**src/rtl/lfsr_pkg.sv**
```systemverilog
package lfsr_pkg;
  typedef enum logic {
    FB_XOR  = 1'b0,
    FB_XNOR = 1'b1
  } fb_mode_e;

  localparam int unsigned LFSR_W = 16;
endpackage

```
**src/rtl/lfsr_tap_map.sv**
```systemverilog
module lfsr_tap_map #(
  parameter int unsigned WIDTH = lfsr_pkg::LFSR_W
) (
  input  logic [WIDTH-1:0] mask_i,
  input  logic             mirror_i,
  output logic [WIDTH-1:0] mask_o
);
  logic [WIDTH-1:0] mirrored;

  // tap t sits at bit WIDTH-t; mirror t -> WIDTH-t keeps bit 0, swaps k <-> WIDTH-k
  assign mirrored[0] = mask_i[0];
  for (genvar k = 1; k < WIDTH; k++) begin : g_mir
    assign mirrored[k] = mask_i[WIDTH-k];
  end

  assign mask_o = mirror_i ? mirrored : mask_i;

  always_comb begin
    a_r8_tap_count : assert ($countones(mask_o) == $countones(mask_i));
  end
endmodule

```
**src/rtl/lfsr_feedback.sv**
```systemverilog
module lfsr_feedback #(
  parameter int unsigned WIDTH = lfsr_pkg::LFSR_W
) (
  input  logic [WIDTH-1:0] state_i,
  input  logic [WIDTH-1:0] mask_i,
  input  lfsr_pkg::fb_mode_e mode_i,
  output logic             fb_o,
  output logic [WIDTH-1:0] nxt_o
);
  logic parity;

  assign parity = ^(state_i & mask_i);
  assign fb_o   = (mode_i == lfsr_pkg::FB_XNOR) ? ~parity : parity;
  assign nxt_o  = {fb_o, state_i[WIDTH-1:1]};
endmodule

```
**src/rtl/lfsr_period.sv**
```systemverilog
module lfsr_period #(
  parameter int unsigned WIDTH = lfsr_pkg::LFSR_W,
  localparam int unsigned CNT_W = WIDTH + 1
) (
  input  logic             clk_i,
  input  logic             rst_ni,
  input  logic             load_i,
  input  logic             step_i,
  input  logic [WIDTH-1:0] seed_i,
  input  logic [WIDTH-1:0] nxt_i,
  input  logic [WIDTH-1:0] state_i,
  output logic [CNT_W-1:0] period_o,
  output logic             done_o
);
  logic [WIDTH-1:0] seed_q;
  logic [CNT_W-1:0] cnt_q, cnt_inc;
  logic             armed_q;

  assign cnt_inc = (&cnt_q) ? cnt_q : cnt_q + 1'b1;

  always_ff @(posedge clk_i or negedge rst_ni) begin
    if (!rst_ni) begin
      seed_q   <= '0;
      cnt_q    <= '0;
      armed_q  <= 1'b0;
      period_o <= '0;
      done_o   <= 1'b0;
    end else if (load_i) begin
      seed_q  <= seed_i;
      cnt_q   <= '0;
      armed_q <= 1'b1;
      done_o  <= 1'b0;
    end else if (step_i) begin
      cnt_q <= cnt_inc;
      if (armed_q && nxt_i == seed_q) begin
        period_o <= cnt_inc;
        done_o   <= 1'b1;
        armed_q  <= 1'b0;
      end else begin
        done_o <= 1'b0;
      end
    end else begin
      done_o <= 1'b0;
    end
  end

  a_r10_done_pulse : assert property (@(posedge clk_i) disable iff (!rst_ni)
    done_o |=> !done_o);
  a_r10_done_at_seed : assert property (@(posedge clk_i) disable iff (!rst_ni)
    done_o |-> state_i == seed_q);
endmodule

```
**src/rtl/lfsr_fib_gen.sv**
```systemverilog
module lfsr_fib_gen #(
  parameter int unsigned WIDTH = lfsr_pkg::LFSR_W,
  parameter logic [WIDTH-1:0] RESET_STATE = '0,
  localparam int unsigned CNT_W = WIDTH + 1
) (
  input  logic             clk_i,
  input  logic             rst_ni,
  input  logic             step_i,
  input  logic             load_i,
  input  logic [WIDTH-1:0] seed_i,
  input  logic [WIDTH-1:0] tap_mask_i,
  input  logic             xnor_mode_i,
  input  logic             mirror_i,
  output logic [WIDTH-1:0] state_o,
  output logic             bit_o,
  output logic             lockup_o,
  output logic [CNT_W-1:0] period_o,
  output logic             period_done_o
);
  import lfsr_pkg::*;

  fb_mode_e         mode;
  logic [WIDTH-1:0] eff_mask, nxt_state, state_q;
  logic             fb_bit;

  assign mode = xnor_mode_i ? FB_XNOR : FB_XOR;

  lfsr_tap_map #(.WIDTH(WIDTH)) u_map (
    .mask_i  (tap_mask_i),
    .mirror_i(mirror_i),
    .mask_o  (eff_mask)
  );

  lfsr_feedback #(.WIDTH(WIDTH)) u_fb (
    .state_i(state_q),
    .mask_i (eff_mask),
    .mode_i (mode),
    .fb_o   (fb_bit),
    .nxt_o  (nxt_state)
  );

  always_ff @(posedge clk_i or negedge rst_ni) begin
    if (!rst_ni)      state_q <= RESET_STATE;
    else if (load_i)  state_q <= seed_i;
    else if (step_i)  state_q <= nxt_state;
  end

  lfsr_period #(.WIDTH(WIDTH)) u_per (
    .clk_i   (clk_i),
    .rst_ni  (rst_ni),
    .load_i  (load_i),
    .step_i  (step_i),
    .seed_i  (seed_i),
    .nxt_i   (nxt_state),
    .state_i (state_q),
    .period_o(period_o),
    .done_o  (period_done_o)
  );

  assign state_o  = state_q;
  assign bit_o    = state_q[0];
  assign lockup_o = (mode == FB_XNOR) ? (&state_q) : ~(|state_q);

  a_r1_shift : assert property (@(posedge clk_i) disable iff (!rst_ni)
    (step_i && !load_i) |=> state_o[WIDTH-2:0] == $past(state_o[WIDTH-1:1]));
  a_r6_load_prio : assert property (@(posedge clk_i) disable iff (!rst_ni)
    load_i |=> state_o == $past(seed_i));
  a_r7_hold : assert property (@(posedge clk_i) disable iff (!rst_ni)
    (!step_i && !load_i) |=> $stable(state_o));
  a_r5_lock_sticks : assert property (@(posedge clk_i) disable iff (!rst_ni)
    (step_i && !load_i && lockup_o) |=> $stable(state_o));
endmodule

```
**config.mk**
```make
export PLATFORM = sky130hd
export DESIGN_NAME = lfsr_fib_gen
export DESIGN_NICKNAME = d
export VERILOG_FILES = /design/src/rtl/lfsr_pkg.sv /design/src/rtl/lfsr_tap_map.sv /design/src/rtl/lfsr_feedback.sv /design/src/rtl/lfsr_period.sv /design/src/rtl/lfsr_fib_gen.sv
export SDC_FILE = /design/constraint.sdc
export NUM_CORES = 1
export LEC_CHECK = 0
export ABC_AREA = 1
export BUFFER_PORTS_ARGS = -buffer_cell sky130_fd_sc_hd__buf_4
export CORE_ASPECT_RATIO = 1.2
export CORE_MARGIN = 2
export CORE_UTILIZATION = 57
export CTS_CLUSTER_DIAMETER = 40
export CTS_CLUSTER_SIZE = 24
export DETAILED_ROUTE_END_ITERATION = 12
export PLACE_DENSITY = 0.8
export SLEW_MARGIN = 20
export SYNTH_ARGS = -nofsm -noshare
export SYNTH_HDL_FRONTEND = slang
export SYNTH_HIERARCHICAL = 1
export SYNTH_SLANG_ARGS = --single-unit
```
**constraint.sdc**
```tcl
create_clock -name clk_i -period 2.9 [get_ports clk_i]
set_input_delay 0.58 -clock clk_i [delete_from_list [all_inputs] [get_ports clk_i]]
set_output_delay 0.58 -clock clk_i [all_outputs]
set_load 0.005 [all_outputs]
```
**Word level (Yosys, flattened, before mapping)**

Cells that the tools add are included.

- Register bits after elaboration: 68
- Input bits: 38

- $add $sub $neg: 1
- Eq/ne operators: 1
- Mux-type cells: 15
- Bitwise operators: 4
- Reduce and logical (&&, ||, !) cells: 9

Operators with widths:

| operator | count |
|---|---|
| $mux W17 | 3 |
| $mux W16 | 3 |
| $add A17 B1 Y17 const B | 1 |
| $reduce_and A17 Y1 | 1 |
| $and A16 B16 Y16 | 1 |
| $eq A16 B16 Y1 | 1 |
| $reduce_and A16 Y1 | 1 |
| $reduce_or A16 Y1 | 1 |
| $reduce_xor A16 Y1 | 1 |
| $mux W1 | 9 |
| $reduce_bool A2 Y1 | 2 |
| $not A1 Y1 | 3 |
| $reduce_and A3 Y1 | 1 |
| $reduce_and A2 Y1 | 1 |
| $logic_and A1 B1 Y1 | 1 |

**Longest topological paths before layout**

- Depth after elaboration: 10
- Depth in mapped cells: 27
- Gate-level depth less buffers: 25

**Hierarchy**

Netlist, hierarchy kept.

By module, submodules not included:

| module | instances | cells each | area an instance (sq um) |
|---|---|---|---|
| lfsr_period | 1 | 422 | 2995.4 |
| lfsr_fib_gen | 1 | 112 | 902.1 |
| lfsr_feedback | 1 | 95 | 509.2 |
| lfsr_tap_map | 1 | 47 | 195.2 |

**Worst setup path before layout**

No wires, ideal clock.

- Path kind: input to register
- Start: in mirror_i
- End: reg u_per.period_o[7]
- Library setup time: 0.117 ns
- Data arrival time: 2.497 ns
- Slack: 0.286 ns
- Stages on the path: 27
- Path buffers: 3
- Cells stage by stage: inv_2 > buf_6 > nand2_1 > nand2_1 > nand2_1 > nand2_2 > inv_2 > nor2_2 > nand2_1 > nand3_2 > nand2_1 > nand2_1 > nand2_1 > nand2_1 > nand2_1 > inv_1 > buf_4 > inv_1 > nand2_1 > nand2_1 > nor2_1 > nand2_1 > nor2_4 > nand3_2 > buf_6 > nand2_1 > nand2_1

- Word-level cells in the longest chain between the ends: 8

RTL lines:

| item | line | text |
|---|---|---|
| from (decl) | lfsr_fib_gen.sv:13 | `input logic mirror_i,` |
| $mux W16 * | lfsr_tap_map.sv:16 | `assign mask_o = mirror_i ? mirrored : mask_i;` |
| named net eff_mask[14] | lfsr_fib_gen.sv:23 | `logic [WIDTH-1:0] eff_mask, nxt_state, state_q;` |
| $and A16 B16 Y16 * | lfsr_feedback.sv:12 | `assign parity = ^(state_i & mask_i);` |
| $reduce_xor A16 Y1 * | lfsr_feedback.sv:12 |  |
| $not A1 Y1 | lfsr_feedback.sv:13 | `assign fb_o = (mode_i == lfsr_pkg::FB_XNOR) ? ~parity : parity;` |
| $mux W1 * | lfsr_feedback.sv:13 |  |
| named net fb_bit | lfsr_fib_gen.sv:24 | `logic fb_bit;` |
| $eq A16 B16 Y1 * | lfsr_period.sv:35 | `if (armed_q && nxt_i == seed_q) begin` |
| $logic_and A1 B1 Y1 * | lfsr_period.sv:35 |  |
| $reduce_and A3 Y1 (no source line) * | - |  |
| to (signal assigned) | lfsr_period.sv:36 | `period_o <= cnt_inc;` |
| to (decl) | lfsr_period.sv:12 | `output logic [CNT_W-1:0] period_o,` |

Mark *: on every way through the listed nets, which the timed path passes. The rest lies on a longest branch.
A chain may end at the register's enable or synchronous reset.

**Worst setup path in the final report**

- Start: in mirror_i
- End: reg u_per.period_o[14]

The elaborated chain is that of the path after synthesis.

==> summary.md <==
| Metric | Value |
|---|---|
| Cell area after synthesis | 4600 µm² |
| Final setup viols | 0 |
| Number of buffers created by CTS | 9 |
| Initial Util | between 50 and 60% |
| Final Core Density | 67.8% |
| Num rows | 35 |
| Die Height | 102 µm |
| Unrepaired setup endpoints after global routing | false |
| GR met3 Demand/Resource | 3.39% |
| Worst r2r src | state_o[2] |
| Clk pwr share | a little over a third |
| Pwr/cell area | approximately 460 nW/µm² |
| Net Switching | ~0.00074 W |
| Combinational power share | a little over a fifth |
| Synth Net Count | just over 700 |
| CP Max Fanout | 16 |
| Outcome | complete, no violations |
| Final hold vios | 0 |
| Core area | between 7000 and 8000 µm² |
| Internal | 0.00168 W |
| Post-synthesis adder-cell area fraction | less than 1% |
| Io pins | 74 |
| DR iter-0 viols | 293 |
| Switching Share | between 30% and 40% |
| VDD IR max | between 0.0002 and 0.0003 V |
| Fin crit share | 86.4% |
| Crit. End Element | register |
| Yosys cell types | 28 |
| Met1 usage | 32.1% |
| Actual slew at the worst max-slew pin | ~0.86 ns |
| Layout cells sized above 1 | approximately a fifth |
| Clk buf depth | 2 |
| Clk_lat worst skew | about 0.34 ns |
| Async set-reset flop share out of synthesis | between 90% and 100% |
| Hold_ws | about 0.35 ns |
| R2R Setup Slk | ~0.50 ns |
| CTS tree | yes |
| Fin crit period | about 2.5 ns |
| FF-to-FF End | u_per/period_o[14] |
| CP required | roughly 3.2 ns |
| Crit path kind | in2reg |
| Worst EP arrival | about 2.8 ns |
| Sequential share of power | around 44% |
| Xor and xnor area share after synthesis | roughly 3.2% |
| Residual DRC | 0 |
| Area Growth Syn to Fin | 14.3% |
| Nets | a little under 800 |
| Placer Congestion | 0.931 |
| Warnings, synthesis | 6 |
| GRT Total Usage | around 27% |
| Slew Viols, Final | 0 |
| Combinational family with the most area after synthesis | simple AND/OR/NAND/NOR gates |
| Hold Path Class | in2async |
| WL final | approximately 11000 µm |
| Synth top area cells | dfrtp_1 37%, nand2_1 24%, inv_1 5.1%, nand3_1 5.0%, nor2_1 4.0% |
| Clock Skew | 0.00993 ns |
| Met2 Usage GRT | approximately half |
| Initial antenna violation count | 0 |
| Root buffer cell | clkbuf_8 |
| Syn avg cell area | slightly below 7 µm² |
| Max frequency | 0.399 GHz |
| Seq cells post-synth | ~70 |
| Most common cell in the netlist | nand2_1 |
| Post-CTS Setup Bufs | 0 |
| Most crowded layer after global routing | met2 |
| First-pass GRT wire length | 19000 µm |
| Top_reg_cell synth | dfrtp_1 |
| Max-cap viol count | 0 |
| Chip Width | 86.0 µm |
| DR WL/cell | around 14 µm |
| DP Wirelength | between 8000 and 9000 µm |
| Fraction of the mapped netlist area in compound gates | under 10% |
| TritonRoute pass-1 iters | 5 |
| Number of flops mapped to enable cells by yosys | 0 |
| Worst reg2reg path depth | 19 |
| Cell taking the most area after synthesis | dfrtp_1 |
| Cells after synthesis | 676 |
| CTS Hold Buffers Added | 0 |
| Max-slew headroom | about 43% |
| Inserted Diodes | 0 |
| Final ANT Viol Nets | 0 |
| Remaining Overflow, GRT | 0 |
| Simple-gate share of the synthesized area | 43.8% |
| Synth top cells by count | 300 x nand2_1, 68 x dfrtp_1, 62 x inv_1, 49 x nor2_1, 46 x nand3_1 |
| Post-layout total power | around 0.0024 W |
| Seq/Total Area, Yosys | 37.0% |
| Post-synthesis mux area share | 0% |
| Vias | around 4400 |
| Top cell type's share of synthesized area | approximately 37% |
| Sum Neg Setup Slack | 0 ns |
| Largest net degree at the start of global routing | 69 |
| DR vias/cell | 5.35 |
| Critical Path Start Type | input port |
| Leak pwr | just under 3 nW |
| Die area | approximately 8800 µm² |
| CTS clk-pin slew, worst paths | 0.07 ns |
| H-tree Lvls | 3 |
| Vias in the first global route | ~4300 |
| PortBufs | 73 |
| Fill cells | between 600 and 700 |
| Clock sinks | 68 |
| PostCTS Resize Cnt | 0 |
## worst max-delay path, cell delays in order
cell	delay (ns)
buf_4	0.14
inv_2	0.16
nand2_1	0.07
nand2_1	0.09
nand2_1	0.09
xnor2_1	0.21
nand2_1	0.08
nand2_1	0.06
nand2_1	0.04
nand2_1	0.12
inv_1	0.05
nand2_1	0.06
nand2_1	0.04
inv_1	0.08
inv_1	0.04
nand2_1	0.06
nand2_1	0.05
nor2_1	0.09
nand2_1	0.08
nor2_4	0.10
buf_4	0.24
nand3_1	0.10
nand2_1	0.11
## power by group through the flow
stage / combinational (W) / clock, W / sequential [W]
after floorplan: 0.000377 / 0 / 0.00106
after global placement: 0.000495 / 0 / 0.00108
after detailed placement: 0.000508 / 0 / 0.00108
after CTS: 0.000511 / 0.000860 / 0.00106
after global routing: 0.000576 / 0.000902 / 0.00107
final: 0.000509 / 0.000847 / 0.00106
## per-stage QoR
stage,setup WS [ns],instances,instance area (µm²)
finish,0.393,829,5260
global route,0.00685,829,5260
CTS,0.412,829,5260
detailed placement,0.0524,813,5040
global placement,0.127,813,5040
floorplan,0.286,676,4600
## flip-flops by register name, summed over array words and instances (netlist names)
name            cells
u_per/done_o        1
state_o            16
u_per/armed_q       1
u_per/cnt_q        17
u_per/period_o     17
u_per/seed_q       16
## layout by cell type, fill, tap and decap left out, types with 9 or more instances in the layout
cell type	count
nor2_1	49
nand3_1	46
xor2_1	10
inv_1	62
nand2_1	300
clkbuf_8	9
nand2_2	24
dfrtp_1	68
o21ai_0	30
nand3_2	14
buf_4	79
## kinds of logic (layout without fill, tap and decap cells)
group	count (synthesis)	count (layout)
AND/OR/NAND/NOR	454	454
XOR/XNOR	17	17
buffers and inverters	101	162
AO/OA/AOI/OAI	35	35
adder cells (fa/ha/maj)	1	1
flip-flops	68	68
## per-layer routing
| layer | share of wire [%] | vias to the layer above |
|---|---|---|
| met4 | 3.6 | 0 |
| li1 | - | 2173 |
| met5 | 0 | - |
| met3 | 5.6 | 35 |
| met1 | 39 | 2071 |
| met2 | 52 | 158 |
## layout make-up
class | instances | area [µm²] | share of cell area (%)
clock buffers | 10 | 128 | 2.43
clock inverters | 6 | 88.8 | 1.69
inverters | 66 | 253 | 4.81
multi-input cells | 507 | 2360 | 44.9
flip-flops and latches | 68 | 1700 | 32.4
well taps | 92 | 115 | 2.19
repair buffers | 80 | 613 | 11.7
## how the worst max path moves through the flow
stage	startpoint	endpoint	slack [ns]	cells past startpoint
finish	mirror_i	u_per/period_o[14]	0.39	23
global route	mirror_i	u_per/period_o[10]	0.007	23
CTS	mirror_i	u_per/period_o[4]	0.41	23
detailed placement	mirror_i	u_per/period_o[4]	0.05	23
global placement	mirror_i	u_per/period_o[9]	0.13	23
floorplan	mirror_i	u_per/period_o[7]	0.29	27
Note: power is estimated with default switching activity, not from simulation.
